===== config.mk =====
export PLATFORM = sky130hd
export DESIGN_NAME = bp_direction_predictor
export DESIGN_NICKNAME = d
export VERILOG_FILES = /design/src/rtl/bp_pkg.sv /design/src/rtl/bp_sat_step.sv /design/src/rtl/bp_static_dir.sv /design/src/rtl/bp_table.sv /design/src/rtl/bp_direction_predictor.sv
export SDC_FILE = /design/constraint.sdc
export NUM_CORES = 1
export LEC_CHECK = 0
export BUFFER_PORTS_ARGS = -buffer_cell sky130_fd_sc_hd__buf_2
export CORE_UTILIZATION = 40
export DETAILED_ROUTE_END_ITERATION = 10
export HOLD_SLACK_MARGIN = 0.12
export PLACE_DENSITY_LB_ADDON = 0.08
export RECOVER_POWER = 100
export SETUP_SLACK_MARGIN = 0.15
export SLEW_MARGIN = 5
export SYNTH_ARGS = -nofsm -noshare
export SYNTH_HDL_FRONTEND = slang
export SYNTH_SLANG_ARGS = --single-unit

===== constraint.sdc =====
create_clock -name clk_i -period 5.75 [get_ports clk_i]
set_input_delay 1.4375 -clock clk_i [delete_from_list [all_inputs] [get_ports clk_i]]
set_output_delay 1.4375 -clock clk_i [all_outputs]
set_load 0.05 [all_outputs]

===== src/rtl/bp_pkg.sv =====
package bp_pkg;
  typedef enum logic [1:0] {
    BP_ALWAYS_T  = 2'd0,
    BP_ALWAYS_NT = 2'd1,
    BP_SIGN      = 2'd2,
    BP_TABLE     = 2'd3
  } bp_mode_e;
endpackage


===== src/rtl/bp_sat_step.sv =====
module bp_sat_step #(
  parameter int unsigned CNT_W = 2
) (
  input  logic [CNT_W-1:0] cnt_i,
  input  logic             taken_i,
  output logic [CNT_W-1:0] cnt_o
);
  localparam logic [CNT_W-1:0] CNT_MAX = {CNT_W{1'b1}};
  localparam logic [CNT_W-1:0] CNT_ONE = CNT_W'(1);

  always_comb begin
    cnt_o = cnt_i;
    if (taken_i) begin
      if (cnt_i != CNT_MAX) cnt_o = cnt_i + CNT_ONE;
    end else begin
      if (cnt_i != '0) cnt_o = cnt_i - CNT_ONE;
    end
  end
endmodule


===== src/rtl/bp_static_dir.sv =====
module bp_static_dir
  import bp_pkg::*;
(
  input  bp_mode_e mode_i,
  input  logic     backward_i,
  output logic     dir_o
);
  always_comb begin
    unique case (mode_i)
      BP_ALWAYS_T:  dir_o = 1'b1;
      BP_ALWAYS_NT: dir_o = 1'b0;
      BP_SIGN:      dir_o = backward_i;
      default:      dir_o = 1'b0;
    endcase
  end
endmodule


===== src/rtl/bp_table.sv =====
module bp_table #(
  parameter int unsigned IDX_W = 6,
  parameter int unsigned CNT_W = 2
) (
  input  logic             clk_i,
  input  logic             rst_ni,
  input  logic [IDX_W-1:0] rd_idx_i,
  output logic [CNT_W-1:0] rd_cnt_o,
  input  logic             upd_valid_i,
  input  logic [IDX_W-1:0] upd_idx_i,
  input  logic             upd_taken_i
);
  localparam int unsigned DEPTH = 1 << IDX_W;
  localparam logic [CNT_W-1:0] CNT_RST = CNT_W'((1 << (CNT_W - 1)) - 1);
  localparam logic [CNT_W-1:0] CNT_MAX = {CNT_W{1'b1}};

  logic [CNT_W-1:0] cnt_q [DEPTH];
  logic [CNT_W-1:0] upd_old;
  logic [CNT_W-1:0] upd_new;

  assign rd_cnt_o = cnt_q[rd_idx_i];
  assign upd_old  = cnt_q[upd_idx_i];

  bp_sat_step #(.CNT_W(CNT_W)) u_step (
    .cnt_i  (upd_old),
    .taken_i(upd_taken_i),
    .cnt_o  (upd_new)
  );

  always_ff @(posedge clk_i or negedge rst_ni) begin
    if (!rst_ni) begin
      for (int i = 0; i < DEPTH; i++) cnt_q[i] <= CNT_RST;
    end else if (upd_valid_i) begin
      cnt_q[upd_idx_i] <= upd_new;
    end
  end

  assert_taken_up_R5: assert property (@(posedge clk_i) disable iff (!rst_ni)
    upd_valid_i && upd_taken_i |=>
      cnt_q[$past(upd_idx_i)] >= $past(upd_old));

  assert_taken_sat_R5: assert property (@(posedge clk_i) disable iff (!rst_ni)
    upd_valid_i && upd_taken_i && upd_old == CNT_MAX |=>
      cnt_q[$past(upd_idx_i)] == CNT_MAX);

  assert_ntaken_down_R6: assert property (@(posedge clk_i) disable iff (!rst_ni)
    upd_valid_i && !upd_taken_i |=>
      cnt_q[$past(upd_idx_i)] <= $past(upd_old));

  assert_ntaken_floor_R6: assert property (@(posedge clk_i) disable iff (!rst_ni)
    upd_valid_i && !upd_taken_i && upd_old == '0 |=>
      cnt_q[$past(upd_idx_i)] == '0);

  assert_idle_hold_R11: assert property (@(posedge clk_i) disable iff (!rst_ni)
    !upd_valid_i |=> cnt_q[$past(rd_idx_i)] == $past(rd_cnt_o));
endmodule


===== src/rtl/bp_direction_predictor.sv =====
module bp_direction_predictor
  import bp_pkg::*;
#(
  parameter int unsigned PC_W    = 32,
  parameter int unsigned ALIGN_W = 2,
  parameter int unsigned IDX_W   = 6,
  parameter int unsigned CNT_W   = 2
) (
  input  logic            clk_i,
  input  logic            rst_ni,
  input  logic [1:0]      mode_i,
  input  logic [PC_W-1:0] lookup_pc_i,
  input  logic            backward_i,
  output logic            pred_taken_o,
  input  logic            upd_valid_i,
  input  logic [PC_W-1:0] upd_pc_i,
  input  logic            upd_taken_i
);
  bp_mode_e         mode;
  logic [IDX_W-1:0] rd_idx;
  logic [IDX_W-1:0] wr_idx;
  logic [CNT_W-1:0] rd_cnt;
  logic             static_dir;

  assign mode   = bp_mode_e'(mode_i);
  assign rd_idx = lookup_pc_i[ALIGN_W +: IDX_W];
  assign wr_idx = upd_pc_i[ALIGN_W +: IDX_W];

  bp_table #(.IDX_W(IDX_W), .CNT_W(CNT_W)) u_table (
    .clk_i      (clk_i),
    .rst_ni     (rst_ni),
    .rd_idx_i   (rd_idx),
    .rd_cnt_o   (rd_cnt),
    .upd_valid_i(upd_valid_i),
    .upd_idx_i  (wr_idx),
    .upd_taken_i(upd_taken_i)
  );

  bp_static_dir u_static (
    .mode_i    (mode),
    .backward_i(backward_i),
    .dir_o     (static_dir)
  );

  // counter MSB splits the range into not-taken and taken halves
  assign pred_taken_o = (mode == BP_TABLE) ? rd_cnt[CNT_W-1] : static_dir;

  assert_always_t_R1: assert property (@(posedge clk_i) disable iff (!rst_ni)
    mode_i == 2'd0 |-> pred_taken_o);

  assert_always_nt_R2: assert property (@(posedge clk_i) disable iff (!rst_ni)
    mode_i == 2'd1 |-> !pred_taken_o);

  assert_sign_R3: assert property (@(posedge clk_i) disable iff (!rst_ni)
    mode_i == 2'd2 |-> pred_taken_o == backward_i);

  assert_same_idx_R10: assert property (@(posedge clk_i) disable iff (!rst_ni)
    !upd_valid_i && mode_i == 2'd3 && $past(mode_i) == 2'd3 &&
    $stable(lookup_pc_i) && !$past(upd_valid_i) |-> $stable(pred_taken_o));
endmodule


## After elaboration in Yosys (flattened, before gate mapping)

Cells that the tools add are included.

- $add $sub $neg: 2
- $lt $le $gt $ge: 3
- Equal/unequal tests: 3
- Multiplexer cells: 14
- Bitwise gates (word level): 2
- Reduce and logical (&&, ||, !) cells: 3

Operators by type and width:

| cell | count |
|---|---|
| bitwise mux 128 bit | 1 |
| binary-select mux 2 bit (select 6 bit) | 2 |
| two-way mux 2 bit | 8 |
| >= comparator 7 bit, second input constant | 2 |
| inverter 6 -> 7 bit | 2 |
| demux 2 bit (select 6 bit) | 1 |
| < comparator 7 x 1 -> 1 bit, second input constant | 1 |
| equality test 2 bit, second input constant | 2 |
| adder 2 x 1 -> 2 bit, second input constant | 1 |
| logical NOT 2 bit | 1 |
| != test 2 bit, second input constant | 1 |
| case mux 1 bit (2 select lines) | 1 |
| nonzero test 2 bit | 1 |
| subtractor 2 x 1 -> 2 bit, second input constant | 1 |
| logical AND 1 bit | 1 |
| two-way mux 1 bit | 1 |

- Register bits after elaboration: 128
- Bits of input ports: 71
- Output and inout port bits: 1

## Depth between registers and ports, before layout

- Depth after elaboration: 8
- Depth in mapped cells: 9
- Depth with buffers taken out: 6

## Cells and area by module

A second synthesis with hierarchy kept.

- Cells, all modules: 579
- Area total of the unflattened synthesis: 7,593.5 um2

By module, submodules not included:

| module | times used | cells each | area each (um2) | seq. area each (um2) |
|---|---|---|---|---|
| bp_table | 1 | 572 | 7,536.0 | 3,283.1 |
| bp_sat_step | 1 | 3 | 26.3 | 0.0 |
| bp_direction_predictor | 1 | 2 | 18.8 | 0.0 |
| bp_static_dir | 1 | 2 | 12.5 | 0.0 |

## Worst setup path before layout

No wires, ideal clock.

- Path type: input-to-output
- From: input port lookup_pc_i[2]
- To: output port pred_taken_o
- Arrival time: 3.813 ns
- Required time: 4.313 ns
- Setup slack: 0.500 ns
- Cell stages on the path: 8
- Cells stage by stage: clkbuf_1 -> buf_2 -> mux4_2 -> mux4_2 -> mux2i_1 -> o21ai_0 -> a31oi_1 -> o22ai_1

- Cells in the longest elaborated chain, start to end: 5

RTL lines:

| what | line | RTL |
|---|---|---|
| start: declaration | bp_direction_predictor.sv:12 | `input logic [PC_W-1:0] lookup_pc_i,` |
| inverter 6 -> 7 bit (implied by the code) | bp_table.sv:21 | `assign rd_cnt_o = cnt_q[rd_idx_i];` |
| binary-select mux 2 bit (select 6 bit) | bp_table.sv:21 |  |
| two-way mux 2 bit (implied by the code) (2 in a row) | bp_table.sv:21 |  |
| two-way mux 1 bit | bp_direction_predictor.sv:46 | `assign pred_taken_o = (mode == BP_TABLE) ? rd_cnt[CNT_W-1] : static_dir;` |
| end: declaration | bp_direction_predictor.sv:14 | `output logic pred_taken_o,` |

Every way passes these cells. The select of a mux whose other input is x is not followed.

## Worst setup path in the final report

- From: input port upd_pc_i[2]
- To: register u_table.cnt_q[18] (netlist bit)

- Cells in the longest elaborated chain, start to end: 8

RTL lines:

| what | line | RTL |
|---|---|---|
| start: declaration | bp_direction_predictor.sv:16 | `input logic [PC_W-1:0] upd_pc_i,` |
| inverter 6 -> 7 bit (implied by the code) (*) | bp_table.sv:22, bp_table.sv:34 |  |
| binary-select mux 2 bit (select 6 bit) | bp_table.sv:22 | `assign upd_old = cnt_q[upd_idx_i];` |
| two-way mux 2 bit (implied by the code) (2 in a row) | bp_table.sv:22 |  |
| subtractor 2 x 1 -> 2 bit, or another cell as far along | bp_sat_step.sv:16 | `if (cnt_i != '0) cnt_o = cnt_i - CNT_ONE;` |
| two-way mux 2 bit (on tied branches) | bp_sat_step.sv:16, bp_sat_step.sv:14 |  |
| two-way mux 2 bit | bp_sat_step.sv:13 | `if (taken_i) begin` |
| bitwise mux 128 bit (*) | bp_table.sv:34 | `cnt_q[upd_idx_i] <= upd_new;` |
| end signal: indexed assignment | bp_table.sv:34 |  |
| end: declaration | bp_table.sv:17 | `logic [CNT_W-1:0] cnt_q [DEPTH];` |

Every way passes the cells marked *; elsewhere a longest branch is shown, timed or not. The select of a mux whose other input is x is not followed.
A chain may end at the register's enable or synchronous reset.

==> key figures <==
Routing
  • # DRC: 0
  • Vias per cell: 6.005
  • Met2 routed WL: 9.590 mm
  • 1st-iter DRT viols: 465
  • Wire per inst: 23.00 µm
  • DRT antenna net count: 0
  • Met3 wire len: 1.003 mm
  • First drt pass iteration count: 5
  • M1 wire length: 9.094 mm
  • Final WL: roughly 20 mm
  • Max Used Layer: met4
  • Vias after detailed routing: between 5,000 and 6,000

Worst setup path
  • Buf+Inv Stages, Crit Path: 3
  • Cell chain of the critical path: clkbuf_1 -> buf_12 -> mux4_2 -> a211oi_1 -> a31oi_1 -> o21ai_2 -> clkbuf_2 -> a31oi_1
  • Reg2Reg Depth: 6
  • Highest fanout seen on the critical path: 35
  • Startpoint Class: input pin
  • Cell family with most CP delay: compound AO/OA/AOI/OAI gates
  • Critical path's most frequent cell: a31oi_1
  • R2r setup slk: 2.08 ns
  • Reg2reg start: u_table.cnt_q[23]$_DFFE_PN0P_
  • Largest stage delay, worst path: 1.37 ns
  • RR Endpoint: u_table.cnt_q[18]$_DFFE_PN1P_
  • Data arrival, critical path: about 5.5 ns
  • Critical Path Slowest Stage Cell: o21ai_2
  • CP Class: input pin to register
  • CP Data Required Time: between 6 and 7 ns
  • Worst Setup SP: upd_pc_i[2]
  • Crit. End Element: register

Synth
  • #FFs+latches synth: 128
  • Prevailing post-synth register cell: dfstp_2
  • Area leader, netlist: dfstp_2
  • Cell Area, Synth: 6710 µm²
  • EDFF count, synth: 0
  • Synth Net Count: 700
  • Post-Syn Instances: 629
  • FFs w/ async S/R, synth: 100.0%
  • Syn_area_per_cell: 10.67 µm²
  • Synth cell count leaders: nor2_1 (194), a31oi_1 (131), dfrtp_1 (64), dfstp_2 (64), mux4_2 (48)
  • Most frequent cell after synthesis: nor2_1
  • Post-synthesis sequential area ratio: between 40% and 50%
  • Area contributors post-synth: dfstp_2 (25%), dfrtp_1 (24%), mux4_2 (16%)
  • Area share of the largest cell type after synthesis: 25.06%
  • Syn. warnings: 0
  • Yosys cell types: 36

Timing
  • Worst-margin pin slew: 3.421 ns
  • Final setup vio count: 0
  • Tcrit/Tclk final: 90.39%
  • Clk_skew: 0.009987 ns
  • Final slew viol count: a little under 100
  • Final hold slack: around 0.50 ns
  • Sum Neg Setup Slack: 0 ns
  • Fmax: 0.1924 GHz
  • Tmin final: 5.197 ns
  • Slew HR: -128.0%
  • RSZ-0062 raised after global routing: false
  • Final hold vios: 0

Cells and area
  • Synthesis-to-finish area growth: 12.83%
  • Final nets: 711
  • Share of cells above drive strength 1: 28.02%
  • Reg with most FFs: u_table.cnt_q
  • Final core occ: around 47%
  • # diodes: 0
  • Largest register FFs: 128
  • Top Registers: u_table.cnt_q (128)

Min path
  • Hold Path Stages: 2
  • Worst hold path type: register to register
  • Worst Hold End: u_table.cnt_q[14]$_DFFE_PN1P_
  • Hold_sp: u_table.cnt_q[14]$_DFFE_PN1P_

Outcome
  • Failing checks: capacitance limit, slew limit
  • Status: finished with violations

Global routing
  • First-pass GRT wire length: ~31 mm
  • Congestion Overflow GR: 0
  • Initial antenna violation count: 0
  • Largest net degree at the start of global routing: 62
  • Total track usage: 24.45%
  • Vias in the first global route: 5,326

Clocking
  • Sink Count: 128
  • CTS resizes: 0
  • Clk slew on worst S/H paths: roughly 0.06 ns
  • Hold-fix buffers at CTS: 0
  • TritonCTS clock tree: yes
  • Setup bufs post-CTS: 0
  • Root buf cell: clkbuf_16
  • Max clock buf depth: 2
  • Skew-Pair Late Insertion Delay: 0.43 ns
  • CTS Buf Count: 17
  • H-tree levels: 4

Place
  • RD Place Congestion: 0.7700
  • Hpwl dp: approximately 13 mm
  • Port Buffers: 19

Floorplanning
  • DIE AREA: 17,300 µm²
  • DIE WIDTH: 131.5 µm
  • IO Pins: 72
  • Initial Util: between 40% and 50%
  • Chip height: approximately 130 µm
  • Core Region: 16,120 µm²
  • Row count: 46

Flow run
  • Max Cap Viol: 2

Power and ir drop
  • Maximum VDD drop: 0.2173 mV
  • Pwr/cell area: just under 400 nW/µm²
  • Leak: ~2.9 nW
## metal layers
layer	track usage (%)	vias up
met5	0	-
met1	33.48	2628
li1	-	2403
met3	4.707	22
met2	39.01	165
met4	7.881	0
## logic make-up (layout without fill, tap and decap cells)
family / count (synthesis) / after routing / share of synthesized area, %
AO/OA/AOI/OAI: 156 / 156 / 15.01
AND/OR/NAND/NOR: 244 / 244 / 15.16
flip-flops: 128 / 128 / 48.93
buffers and inverters: 44 / 68 / 3.431
multiplexers: 57 / 57 / 17.47
## power by group
part | leakage [nW] | internal [mW] | total [mW] | switching [mW]
Combinational | 1.10 | 0.278 | 0.607 | 0.328
Sequential | 1.48 | 1.15 | 1.28 | 0.130
Clock | 0.271 | 0.648 | 1.07 | 0.420
Total | 2.85 | 2.08 | 2.96 | 0.879
## worst max-delay path by stage
stage / to / cells past startpoint / slack, ns
finish: u_table.cnt_q[18]$_DFFE_PN1P_ / 8 / 0.55
global route: u_table.cnt_q[64]$_DFFE_PN1P_ / 8 / 0.27
CTS: pred_taken_o / 7 / 0.58
detailed placement: pred_taken_o / 7 / 0.59
global placement: pred_taken_o / 8 / 0.59
floorplan: pred_taken_o / 8 / 0.50
## worst min-delay path, cell delays in order (launching register included)
cell	delay, ns
dfstp_2	0.36
nor2_1	0.09
a31oi_1	0.04
## area by class of cell
cell class | instances | area, µm²
fillers | 1525 | 8544
multi-input cells | 457 | 3207
flip-flops and latches | 128 | 3283
clock buffers | 19 | 442.9
clock inverters | 13 | 138.9
repair buffers | 36 | 229.0
well taps | 216 | 270.3
## layout by cell type, fill, tap and decap left out, drive strengths merged, types with 2 or more instances in the layout
cell type / instances
bufinv: 2
clkbuf: 28
and3b: 3
dfstp: 64
o21ai: 6
clkinvlp: 5
nand2: 15
nand4: 2
nor2b: 5
and4: 2
o31ai: 2
o22ai: 3
mux2i: 8
or3b: 2
nor3b: 3
a22oi: 6
nand3b: 5
a31oi: 131
mux4: 48
nor2: 194
buf: 27
nor3: 3
clkinv: 5
nand3: 8
dfrtp: 64
a21oi: 3
## metrics by stage
stage | cells | cell area (µm²) | worst slack (ns) | total power, mW
after floorplan | 629 | 6710 | 0.4998 | 1.693
after global placement | 837 | 7032 | 0.5922 | 1.880
after detailed placement | 837 | 7032 | 0.5887 | 1.907
after CTS | 869 | 7614 | 0.5818 | 2.977
after global routing | 869 | 7571 | 0.2703 | 3.091
final | 869 | 7571 | 0.5528 | 2.958
(Power assumes the default switching activity.)
